File: src/rtl/irq_grp_pkg.sv
package irq_grp_pkg;

    typedef enum logic [1:0] {
        LOC_PEND = 2'd0,
        LOC_ENAB = 2'd1,
        LOC_VECT = 2'd2,
        LOC_NONE = 2'd3
    } loc_e;

    typedef struct packed {
        logic pend_w1c;
        logic enab_wr;
        logic vec_take;
    } acc_dec_t;

    function automatic int vec_bits(input int n_src);
        return $clog2(n_src + 1);
    endfunction

endpackage

File: src/rtl/irq_prio_enc.sv
module irq_prio_enc #(
    parameter int NUM_SRC = 16,
    parameter int VW      = 5
) (
    input  logic [NUM_SRC-1:0] req,
    output logic [VW-1:0]      code,
    output logic [NUM_SRC-1:0] winner
);
    always_comb begin
        code   = '0;
        winner = '0;
        for (int i = NUM_SRC - 1; i >= 0; i--) begin
            if (req[i]) begin
                code   = VW'(i + 1);
                winner = NUM_SRC'(1) << i;
            end
        end
    end
endmodule

File: src/rtl/irq_flag_bank.sv
module irq_flag_bank #(
    parameter int NUM_SRC = 16
) (
    input  logic               clk,
    input  logic               rst,
    input  logic [NUM_SRC-1:0] evt,
    input  logic               w1c_en,
    input  logic [NUM_SRC-1:0] w1c_bits,
    input  logic               take_en,
    input  logic [NUM_SRC-1:0] take_bit,
    output logic [NUM_SRC-1:0] pend
);
    logic [NUM_SRC-1:0] clr;

    always_comb begin
        clr = '0;
        if (w1c_en)  clr = clr | w1c_bits;
        if (take_en) clr = clr | take_bit;
    end

    for (genvar b = 0; b < NUM_SRC; b++) begin : g_bit
        always_ff @(posedge clk) begin
            if (rst)
                pend[b] <= 1'b0;
            else if (evt[b])
                pend[b] <= 1'b1;
            else if (clr[b])
                pend[b] <= 1'b0;
        end
    end
endmodule

File: src/rtl/irq_bus_port.sv
module irq_bus_port
    import irq_grp_pkg::*;
#(
    parameter int NUM_SRC = 16,
    parameter int VW      = 5
) (
    input  logic               sel,
    input  logic               wr,
    input  logic [1:0]         addr,
    input  logic               peek,
    input  logic [NUM_SRC-1:0] pend,
    input  logic [NUM_SRC-1:0] enab,
    input  logic [VW-1:0]      code,
    output acc_dec_t           dec,
    output logic [NUM_SRC-1:0] rdata
);
    loc_e loc;

    always_comb begin
        loc = loc_e'(addr);
        dec = '0;
        rdata = '0;
        if (sel) begin
            if (wr) begin
                dec.pend_w1c = (loc == LOC_PEND);
                dec.enab_wr  = (loc == LOC_ENAB);
            end else begin
                unique case (loc)
                    LOC_PEND: rdata = pend;
                    LOC_ENAB: rdata = enab;
                    LOC_VECT: begin
                        rdata        = NUM_SRC'(code);
                        dec.vec_take = !peek;
                    end
                    default:  rdata = '0;
                endcase
            end
        end
    end
endmodule

File: src/rtl/irq_vec_group.sv
module irq_vec_group
    import irq_grp_pkg::*;
#(
    parameter int NUM_SRC = 16
) (
    input  logic               clk,
    input  logic               rst,
    input  logic [NUM_SRC-1:0] evt_in,
    input  logic               bus_sel,
    input  logic               bus_wr,
    input  logic [1:0]         bus_addr,
    input  logic [NUM_SRC-1:0] bus_wdata,
    input  logic               dbg_peek,
    output logic [NUM_SRC-1:0] bus_rdata,
    output logic               bus_ready,
    output logic               cpu_irq
);
    localparam int VW = vec_bits(NUM_SRC);

    logic [NUM_SRC-1:0] flag_q;
    logic [NUM_SRC-1:0] mask_q;
    logic [NUM_SRC-1:0] live;
    logic [NUM_SRC-1:0] win;
    logic [VW-1:0]      code;
    acc_dec_t           dec;

    assign live = flag_q & mask_q;

    irq_prio_enc #(.NUM_SRC(NUM_SRC), .VW(VW)) u_enc (
        .req(live), .code(code), .winner(win)
    );

    irq_bus_port #(.NUM_SRC(NUM_SRC), .VW(VW)) u_port (
        .sel(bus_sel), .wr(bus_wr), .addr(bus_addr), .peek(dbg_peek),
        .pend(flag_q), .enab(mask_q), .code(code),
        .dec(dec), .rdata(bus_rdata)
    );

    irq_flag_bank #(.NUM_SRC(NUM_SRC)) u_flags (
        .clk(clk), .rst(rst), .evt(evt_in),
        .w1c_en(dec.pend_w1c), .w1c_bits(bus_wdata),
        .take_en(dec.vec_take), .take_bit(win),
        .pend(flag_q)
    );

    always_ff @(posedge clk) begin
        if (rst)
            mask_q <= '0;
        else if (dec.enab_wr)
            mask_q <= bus_wdata;
    end

    assign cpu_irq   = |live;
    assign bus_ready = 1'b1;
endmodule

File: config.mk
export PLATFORM = sky130hd
export DESIGN_NAME = irq_vec_group
export DESIGN_NICKNAME = d
export VERILOG_FILES = /design/src/rtl/irq_grp_pkg.sv /design/src/rtl/irq_prio_enc.sv /design/src/rtl/irq_flag_bank.sv /design/src/rtl/irq_bus_port.sv /design/src/rtl/irq_vec_group.sv
export SDC_FILE = /design/constraint.sdc
export NUM_CORES = 1
export LEC_CHECK = 0
export BUFFER_PORTS_ARGS = -buffer_cell sky130_fd_sc_hd__buf_2
export CORE_MARGIN = 3
export CORE_UTILIZATION = 55
export CTS_CLUSTER_DIAMETER = 30
export DETAILED_ROUTE_END_ITERATION = 10
export GPL_TIMING_DRIVEN = 0
export MAX_ROUTING_LAYER = met4
export PLACE_DENSITY_LB_ADDON = 0.1
export SLEW_MARGIN = 20
export SYNTH_ARGS = -nofsm -noshare
export SYNTH_HDL_FRONTEND = slang
export SYNTH_SLANG_ARGS = --single-unit
File: constraint.sdc
create_clock -name clk -period 3.2 [get_ports clk]
set_clock_uncertainty 0.05 [all_clocks]
set_input_delay 0.64 -clock clk [delete_from_list [all_inputs] [get_ports clk]]
set_output_delay 0.64 -clock clk [all_outputs]
set_load 0.02 [all_outputs]
* Word level (Yosys, flattened, before mapping)
Cells that the tools add are included.
Widths: inputs -> output; s select.
** Operators by class
- Eq/ne operators :: 2
- Multiplexer cells :: 73
- Bitwise operators :: 2
- Reduce and logical (&&, ||, !) cells :: 19
** Operators by type and width (count)
- $mux 16 :: 20
- $mux 5 :: 16
- $pmux 16 s3 :: 1
- $mux 1 :: 34
- $reduce_bool 2->1 :: 16
- $and 16x16->16 :: 1
- $or 16x16->16 :: 1
- $reduce_or 16->1 :: 1
- $mux 3 :: 1
- $eq 2x1->1 const B :: 1
- $eq 2x2->1 const B :: 1
- $logic_not 2->1 :: 1
- $mux 2 :: 1
- $logic_not 1->1 :: 1
** Storage, ports and cells
- Register bits after elaboration :: 32
- Output and inout bits :: 18
- Logic and storage cells :: 113

* Longest topological paths before layout
Gate-level depths: netlist of the first run.
- Depth in word-level cells :: 21
- Gate-level depth with buffers :: 7
- Mapped depth without buffers :: 4

* Modules after synthesis
A second synthesis of the first run with hierarchy kept.
** Unflattened totals
- Cells, all modules :: 251
- Area, all modules :: 2218.4 sq um
** By module, submodules not included
- irq_flag_bank :: times used 1, cells each 68, area each 748.2 sq um, seq. area each 320.3 sq um
- irq_vec_group :: times used 1, cells each 75, area each 708.2 sq um, seq. area each 320.3 sq um
- irq_bus_port :: times used 1, cells each 54, area each 412.9 sq um, seq. area each 0.0 sq um
- irq_prio_enc :: times used 1, cells each 54, area each 349.1 sq um, seq. area each 0.0 sq um

* Worst setup path before layout of the first run
Ideal clock, no wire load.
- Path type :: input-to-output
- Start :: input bus_addr[0]
- End :: output bus_rdata[10]
- Arrival :: 1759 ps
- Data required time :: 2510 ps
- Path slack :: 751 ps
- Stages on the path :: 4
- Cell sequence :: buf_2 -> buf_1 -> mux2i_1 -> nor2_1
** On the way
- Longest elaborated chain between the ends :: 4
- Elaborated cells on any way between the ends :: 6
** RTL lines
- start, declared :: RTL line irq_vec_group.sv:11 : input logic [1:0] bus_addr,
- $eq 2x2->1, or another cell as far along :: RTL line irq_bus_port.sv:28 : unique case (loc)
- $pmux 16 s3 * :: RTL line irq_bus_port.sv:28
- $mux 16 * :: RTL line irq_bus_port.sv:24 : if (wr) begin
- $mux 16 * :: RTL line irq_bus_port.sv:23 : if (sel) begin
- end, declared :: RTL line irq_vec_group.sv:14 : output logic [NUM_SRC-1:0] bus_rdata,
Mark *: on every way between the ends. The rest lies on a longest branch, timed or not.

* Worst setup path in the final report of the first run
- Start :: input bus_addr[0]
- End :: output bus_rdata[14]
Same word-level chain as after synthesis.

==> out/results.tsv, run 1 <==
stage	metric	value	unit
floorplanning	Ports	57	
power_and_ir_drop	switching fraction of total power	26.4	%
final_layout	Finished Layout Cells	364	
sta	Tmin final	2850	ps
power_and_ir_drop	Pleak	0.952	nW
global_routing	GRT Resource Usage Total	27.7	%
worst_hold_path	Worst Hold Class	reg -> reg	
synthesis	post-synth top area cell	dfxtp_1	
clock_network	# hold bufs at CTS	0	
final_layout	area growth from synthesis to layout	21.7	%
global_routing	initial antenna violation count	0	
clock_network	Post-CTS Setup Inserts	0	
sta	final worst-path cycle share	89.0	%
final_layout	Filler cells	264	
power_and_ir_drop	Pint	0.683	mW
synthesis	Synth cell types	43	
floorplanning	Die X	65.3	µm
detailed_routing	Detailed Route WL	5.36	mm
synthesis	#FFs+latches synth	32	
final_layout	antenna cells	0	
final_layout	Nets	358	
critical_path	worst path required time	2510	ps
synthesis	synthesized area	1940	µm²
clock_network	CTS buffer count	5	
clock_network	post-CTS sizing	0	
clock_network	worst-case clock buffer depth	2	
detailed_routing	Final ANT Viol Nets	0	
critical_path	Setup CP Type	in -> out	
synthesis	Syn. warnings	0	
synthesis	number of synthesized flops with an enable pin	0	
global_routing	pin count of the biggest net entering global routing	11	
detailed_routing	DRT Pass-1 Iters	5	
sta	Least-Margin Pin Slew	809	ps
placed_design	Detail Placement HPWL	3.89	mm
floorplanning	die height	65.3	µm
sta	headroom to the max-slew limit	46.1	%
detailed_routing	DRC	0	
placed_design	Placed Cells	356	
sta	max-slew violation count	0	
global_routing	total grt overflow	0	
final_layout	Final Cell Area	2360	µm²
clock_network	CTS root buf	clkbuf_4	
power_and_ir_drop	maximum VDD drop	333	µV
run_status	status	complete, no violations	
synthesis	net count after synthesis	297	
clock_network	clk slew on worst S/H paths	110	ps
global_routing	first-pass GRT wire length	8.83	mm
synthesis	Synth area leaders	dfxtp_1, nand2_1, a21oi_1	
synthesis	sequential fraction of the synthesis area	33.1	%
power_and_ir_drop	share of total power in the clock network	38.2	%
detailed_routing	Vias	2130	
sta	final setup fails	0	
power_and_ir_drop	Comb pwr share	14.1	%
power_and_ir_drop	sequential share of power	47.7	%
sta	Fin. Hold Viols	0	
power_and_ir_drop	Sw Pwr	0.246	mW
floorplanning	Starting Density	60.4	%
floorplanning	DIE AREA	4270	µm²
synthesis	main flop type after synthesis	dfxtp_1	
final_layout	fraction of layout cells with a size suffix above 1	21.9	%
placed_design	Setup WS pre-CTS	344	ps
detailed_routing	via-per-instance ratio	5.85	
clock_network	CTS tree	yes	
detailed_routing	Wirelength per Cell	14.7	µm
global_routing	vias in the first global route	1867	
critical_path	Critical Path Sink Type	primary output	
placed_design	placed cell areas	2260	µm²
clock_network	H-tree level count	2	
sta	Fin Setup TNS	0	ps
floorplanning	Core ar.	3200	µm²
placed_design	GP Congestion	0.855	
critical_path	Worst Path Arrival	2160	ps
sta	f_max	0.351	GHz
floorplanning	Rows	20	
detailed_routing	1st-iter DRT viols	210	
clock_network	clock sinks	32	
synthesis	Mean Syn Cell Area	7.50	µm²
synthesis	post-synth top area share	33.1	%
critical_path	crit start category	input port	
critical_path	crit path max fanout	10	
synthesis	Synth Instances	258	
power_and_ir_drop	Power Density	394	nW/µm²
sta	worst hold slack	450	ps
placed_design	PortBufs	54	
job	max-cap violations	0	
sta	worst setup margin	352	ps
clock_network	clk_lat worst skew	340	ps
sta	RSZ-0062 raised after global routing	no	
synthesis	asr flop ratio synth	0	%
state kept, by name, summed over array words and instances (netlist names):
register,count
mask_q,16
u_flags.pend,16
stage by stage:
step	power, mW	util [%]
CTS	0.927	73.6
detailed placement	0.581	70.6
finish	0.928	73.6
global route	0.967	73.6
floorplan	0.524	-
global placement	0.578	70.6
placed cells by master (no fill, tap or decap), types with 2 or more instances in the layout:
cell type / count
o21ai_0: 2
mux2i_1: 16
buf_1: 2
a211o_1: 2
nor2_1: 14
and3_1: 2
nand2b_1: 3
dfxtp_1: 32
nand3_1: 7
nand3b_1: 3
nand2_1: 59
a311oi_1: 3
nor2b_1: 3
inv_1: 9
buf_2: 57
o211ai_1: 6
o41ai_1: 2
o22ai_1: 3
clkbuf_8: 2
a22o_1: 7
and2_1: 2
a22oi_1: 4
a21oi_1: 32
nor4_1: 3
clkbuf_1: 9
a21boi_0: 2
clkbuf_4: 5
a211oi_1: 5
a31oi_1: 2
nor3_1: 6
worst max-delay path: stages:
cell	delay, ps
buf_2	100
buf_2	250
buf_1	650
mux2i_1	290
nor2_1	50
buf_2	180
cell usage after synthesis, types with 2 or more instances:
cell type  count
o41ai_1        2
nor3_1         6
a211o_1        2
a22o_1         7
buf_2          3
and3_1         2
nor2_1        14
a22oi_1        4
nand2b_1       3
clkbuf_1       9
nand3b_1       3
nand3_1        7
mux2i_1       16
nand2_1       59
o211ai_1       6
dfxtp_1       32
o21ai_0        2
a211oi_1       5
a21oi_1       32
a311oi_1       3
a21boi_0       2
nor4_1         3
nor2b_1        3
inv_1          9
buf_1          2
o22ai_1        3
and2_1         2
a31oi_1        2
cell type report:
type,count,area [µm²],area share (%)
Timing Repair Buffer,54,270,11.5
Clock buffer,7,65.1,2.76
Sequential cell,32,641,27.2
Multi-Input combinational cell,202,1200,50.8
Buffer,15,63.8,2.71
Inverter,9,33.8,1.43
Tap cell,44,55.1,2.34
Clock inverter,1,30.0,1.27
worst paths after layout:
check	from	end	slack, ps	cells past startpoint
setup / recovery	bus_addr[0]	bus_rdata[14]	350	6
hold / removal	mask_q[10]	mask_q[10]	450	2
setup reg to reg	mask_q[0]	u_flags.pend[9]	1190	4
hold reg to reg	mask_q[10]	mask_q[10]	450	2
power by group through the flow:
stage          clock network (mW)  registers, mW  logic, mW
2_1_floorplan                   0          0.445     0.0796
3_3_place_gp                    0          0.450      0.127
3_5_place_dp                    0          0.451      0.130
4_1_cts                     0.355          0.442      0.131
5_1_grt                     0.375          0.446      0.146
6_report                    0.355          0.443      0.131
layer usage:
| metal | track usage, % | vias up | share of wire (%) |
|---|---|---|---|
| met1 | 36.4 | 955 | 45 |
| met2 | 41.5 | 106 | 44 |
| met3 | 6.32 | 9 | 9.4 |
| met5 | - | - | 0 |
| met4 | 10.4 | 0 | 1.5 |
| li1 | - | 1060 | - |
logic make-up (layout without fill, tap and decap cells):
| kind of cell | count (synthesis) | in the layout | share of synthesized area (%) |
|---|---|---|---|
| simple gates | 108 | 108 | 26.6 |
| buf+inv | 24 | 86 | 5.04 |
| other cells | 1 | 1 | 0.194 |
| flops | 32 | 32 | 33.1 |
| mux | 16 | 16 | 8.27 |
| compound gates | 77 | 77 | 26.8 |
Power figures use the tool's default switching activity.
==> inputs of run 2 (changes only) <==
Settings changed: BUFFER_PORTS_ARGS -buffer_cell sky130_fd_sc_hd__buf_2 to -buffer_cell sky130_fd_sc_hd__buf_4.
==> run 2 against run 1 <==
Net effect: sequential power about the same; non-clock buffer count unchanged; sequential share of layout area down 1.2 points; routed wire length up 4.7%; cell count down 0.27%; largest power group unchanged; total power down 7.6%; clock-buffer cell count unchanged; via count up 3.8%; register-to-register slack worse by 80 ps.
==> out/results.tsv, run 2 (synthesized netlist as in run 1, its figures left out) <==
stage	metric	value	unit
final_layout	commonest non-fill, non-tap cell in the layout	nand2_1	
final_layout	antenna cells	0	
floorplanning	die height	65.3	µm
clock_network	CTS root buf	clkbuf_4	
sta	final worst-path cycle share	89.4	%
detailed_routing	met3 wire len	541	µm
floorplanning	Die X	65.3	µm
final_layout	Sequential Area	641	µm²
global_routing	first-pass GRT wire length	9.38	mm
global_routing	total grt overflow	0	
global_routing	pin count of the biggest net entering global routing	11	
global_routing	initial antenna violation count	0	
final_layout	Nets	358	
critical_path	worst path required time	2510	ps
sta	final setup fails	0	
clock_network	clk slew on worst S/H paths	100	ps
detailed_routing	Detailed Route WL	5.61	mm
power_and_ir_drop	Power Density	349	nW/µm²
critical_path	critical path, cell by cell	buf_4 > buf_2 > buf_1 > mux2i_1 > nor2_1 > buf_4	
critical_path	Setup CP Type	in -> out	
critical_path	Critical-path top delay cell	buf_1	
critical_path	Worst Setup SP	bus_addr[0]	
final_layout	Finished Layout Cells	363	
placed_design	PortBufs	54	
sta	RSZ-0062 raised after global routing	no	
placed_design	placed cell areas	2400	µm²
clock_network	clock sinks	32	
critical_path	crit-path most repeated cell	buf_4	
detailed_routing	Final ANT Viol Nets	0	
clock_network	Post-CTS Setup Inserts	0	
sta	worst hold slack	448	ps
placed_design	Detail Placement HPWL	4.09	mm
critical_path	CP bufs+invs	4	
floorplanning	Ports	57	
detailed_routing	met2 wire len	2.59	mm
power_and_ir_drop	maximum VDD drop	262	µV
critical_path	largest stage delay on the critical path	670	ps
job	max-cap violations	0	
sta	headroom to the max-slew limit	43.9	%
global_routing	vias in the first global route	2053	
critical_path	crit start category	input port	
critical_path	crit path max fanout	10	
clock_network	# hold bufs at CTS	0	
critical_path	Critical Path Sink Type	primary output	
final_layout	fraction of layout cells with a size suffix above 1	21.6	%
critical_path	reg-to-reg startpoint	mask_q[0]	
power_and_ir_drop	total design power	0.858	mW
detailed_routing	DRT Pass-1 Iters	5	
worst_hold_path	Worst Hold Class	reg -> reg	
detailed_routing	Wirelength per Cell	15.4	µm
sta	Tmin final	2860	ps
placed_design	GP Congestion	0.899	
power_and_ir_drop	Pleak	0.969	nW
floorplanning	DIE AREA	4270	µm²
global_routing	GRT Resource Usage Total	29.0	%
placed_design	Setup WS pre-CTS	375	ps
clock_network	clk_lat worst skew	340	ps
floorplanning	Rows	20	
final_layout	utilization after layout	76.8	%
clock_network	CTS tree	yes	
detailed_routing	top layer in use	met4	
clock_network	post-CTS sizing	0	
sta	f_max	0.350	GHz
floorplanning	Core ar.	3200	µm²
placed_design	Placed Cells	356	
detailed_routing	Routed met1 length	2.36	mm
final_layout	Filler cells	276	
final_layout	most frequent cells in the layout	nand2_1, buf_4, a21oi_1, dfxtp_1, mux2i_1	
detailed_routing	Vias	2212	
run_status	status	complete, no violations	
sta	worst setup margin	339	ps
sta	Least-Margin Pin Slew	842	ps
critical_path	Worst Path Arrival	2170	ps
floorplanning	Starting Density	60.4	%
sta	Fin Setup TNS	0	ps
critical_path	crit-path leading delay family	buffers and inverters	
final_layout	Final Cell Area	2460	µm²
clock_network	CTS buffer count	5	
clock_network	H-tree level count	2	
sta	max-slew violation count	0	
sta	Fin. Hold Viols	0	
worst_hold_path	HP Start	mask_q[10]	
final_layout	area of the multi-input gates	1200	µm²
detailed_routing	via-per-instance ratio	6.09	
final_layout	largest registers	mask_q x16, u_flags.pend x16	
detailed_routing	DRC	0	
final_layout	area growth from synthesis to layout	27.1	%
detailed_routing	1st-iter DRT viols	304	
clock_network	worst-case clock buffer depth	2	
run 2: worst min-delay path, stage by stage, from the launching register on:
cell and delay [ps]:
dfxtp_1 350, nand2_1 60, a21oi_1 50
run 2: path summary, 6_finish.rpt:
check	end	slack [ps]	depth (start not counted)
setup / recovery	bus_rdata[6]	340	6
hold / removal	mask_q[10]	450	2
setup reg to reg	u_flags.pend[13]	1110	4
hold reg to reg	mask_q[10]	450	2
run 2: final cells by class:
| cell class | count | area share, % |
|---|---|---|
| inverters | 9 | 1.37 |
| clock buffers | 7 | 2.64 |
| repair buffers | 54 | 16.5 |
| multi-input cells | 202 | 48.7 |
| well taps | 44 | 2.24 |
| plain buffers | 15 | 2.59 |
| flip-flops and latches | 32 | 26.0 |
run 2: power by group:
group          internal (mW)  leakage (nW)  total (mW)  switching, mW
combinational         0.0733         0.668       0.147         0.0737
sequential             0.417         0.264       0.444         0.0262
clock                  0.125        0.0374       0.267          0.143
run 2: routing by layer:
layer,up-vias,GRT usage [%]
li1,1055,-
met1,1020,37.3
met2,120,44.2
met3,17,6.84
met4,0,10.9
met5,-,-
==> inputs of run 3 (changes only) <==
Settings changed: CELL_PAD_IN_SITES_DETAIL_PLACEMENT set to 0, CELL_PAD_IN_SITES_GLOBAL_PLACEMENT set to 1, CORE_UTILIZATION 55 to 39, CTS_CLUSTER_SIZE set to 40.
==> run 3 against run 2 <==
Net effect: worst hold slack got worse by 6.3 ps; total power rose by 8.1%; core utilization fell by 24 points; non-clock buffer count did not move; via count fell by 4.6%; sequential power barely moved; clock-buffer cell count did not move; critical endpoint is now bus_rdata[10]; critical path depth did not move; maximum frequency rose by 0.38%; first-iteration DRC count fell by 54%; highest routed layer unchanged; clock power rose by 26%; design area rose by 2.4%.
==> out/results.tsv, run 3 (synthesized netlist as in run 1, its figures left out) <==
stage	metric	value	unit
clock_network	clk slew on worst S/H paths	70	ps
clock_network	worst-case clock buffer depth	2	
global_routing	first-pass GRT wire length	9.76	mm
clock_network	Post-CTS Setup Inserts	0	
final_layout	area growth from synthesis to layout	30.3	%
floorplanning	die height	76.5	µm
run_status	status	complete, no violations	
critical_path	Setup CP Type	in -> out	
floorplanning	DIE AREA	5840	µm²
global_routing	pin count of the biggest net entering global routing	11	
floorplanning	Starting Density	40.7	%
detailed_routing	DRT Pass-1 Iters	4	
critical_path	Critical Path Sink Type	primary output	
sta	Fin Setup TNS	0	ps
sta	worst setup margin	350	ps
sta	Least-Margin Pin Slew	809	ps
worst_hold_path	WHS Path Cells	2	
critical_path	worst path required time	2510	ps
clock_network	# hold bufs at CTS	0	
clock_network	CTS root buf	clkbuf_8	
final_layout	largest registers	mask_q x16, u_flags.pend x16	
power_and_ir_drop	Power Density	368	nW/µm²
final_layout	antenna cells	0	
sta	f_max	0.351	GHz
worst_hold_path	HP Start	mask_q[8]	
floorplanning	Rows	25	
final_layout	Filler cells	498	
detailed_routing	Wirelength per Cell	15.3	µm
sta	final setup fails	0	
floorplanning	Core ar.	4750	µm²
critical_path	Worst Path Arrival	2160	ps
critical_path	Reg2Reg Capture Point	u_flags.pend[13]	
clock_network	clock sinks	32	
detailed_routing	via-per-instance ratio	5.47	
worst_hold_path	Hold Path End	mask_q[8]	
clock_network	CTS buffer count	5	
sta	RSZ-0062 raised after global routing	no	
detailed_routing	DRC	0	
critical_path	crit path max fanout	10	
placed_design	Detail Placement HPWL	4.31	mm
clock_network	H-tree level count	2	
global_routing	initial antenna violation count	0	
sta	Fin. Hold Viols	0	
power_and_ir_drop	maximum VDD drop	171	µV
final_layout	most frequent cells in the layout	nand2_1, buf_4, a21oi_1, dfxtp_1, mux2i_1	
clock_network	clk_lat worst skew	280	ps
floorplanning	Ports	57	
detailed_routing	1st-iter DRT viols	139	
sta	headroom to the max-slew limit	46.1	%
detailed_routing	Detailed Route WL	5.90	mm
sta	final worst-path cycle share	89.1	%
critical_path	R2R setup slack	1100	ps
clock_network	post-CTS sizing	0	
final_layout	fraction of layout cells with a size suffix above 1	21.6	%
clock_network	CTS tree	yes	
placed_design	GP Congestion	0.834	
sta	Tmin final	2850	ps
job	max-cap violations	0	
placed_design	Setup WS pre-CTS	314	ps
global_routing	total grt overflow	0	
final_layout	Nets	358	
worst_hold_path	Worst Hold Class	reg -> reg	
critical_path	FF-to-FF path depth	4	
global_routing	vias in the first global route	1935	
detailed_routing	Vias	2111	
power_and_ir_drop	Pleak	0.982	nW
critical_path	reg-to-reg startpoint	mask_q[0]	
critical_path	crit start category	input port	
sta	worst hold slack	442	ps
detailed_routing	Final ANT Viol Nets	0	
global_routing	GRT Resource Usage Total	21.3	%
placed_design	PortBufs	54	
floorplanning	Die X	76.5	µm
final_layout	commonest non-fill, non-tap cell in the layout	nand2_1	
sta	max-slew violation count	0	
## run 3: cell count changes in the layout (fill, tap and decap cells not counted)
cell	previous run	this run
clkbuf_4	5	0
clkbuf_8	2	7
## run 3: critical path: stages
cell	delay, ps
buf_4	80
buf_2	250
buf_1	650
mux2i_1	290
nor2_1	60
buf_4	180
## run 3: through the flow
| stage | instances | total power [mW] | util [%] | instance area, µm² |
|---|---|---|---|---|
| final | 386 | 0.928 | 53.0 | 2520 |
| after CTS | 386 | 0.936 | 53.0 | 2520 |
| after global placement | 379 | 0.598 | 51.0 | 2420 |
| after global routing | 386 | 0.968 | 53.0 | 2520 |
| after floorplan | 258 | 0.524 | - | 1940 |
| after detailed placement | 379 | 0.599 | 51.0 | 2420 |
## run 3: worst max path at each step
stage,depth (start not counted),to,slack (ps),start
floorplan,4,bus_rdata[10],750,bus_addr[0]
global placement,6,bus_rdata[10],320,bus_addr[0]
detailed placement,6,bus_rdata[10],310,bus_addr[0]
CTS,6,bus_rdata[10],310,bus_addr[0]
global route,5,bus_rdata[4],140,mask_q[7]
finish,6,bus_rdata[10],350,bus_addr[0]
## run 3: where the power goes
part	switching, mW	internal [mW]	leakage [nW]
sequential	0.0254	0.418	0.264
combinational	0.0741	0.0732	0.668
clock	0.146	0.191	0.0503
total	0.245	0.682	0.982
## run 3: layout make-up
type	count	area (µm²)	share of cell area [%]
multi-input combinational	202	1200	47.5
sequential	32	641	25.4
timing repair buffer	54	405	16.1
clock buffer	7	96.3	3.82
tap	67	83.8	3.33
buffer	15	63.8	2.53
inverter	9	33.8	1.34
## run 3: layer usage
layer | routed length, µm | global-route usage, % | vias to the layer above
li1 | - | - | 1053
met1 | 2800 | 30.2 | 997
met2 | 2670 | 31.9 | 59
met3 | 407 | 4.14 | 2
met4 | 24 | 3.80 | 0
met5 | 0 | - | -
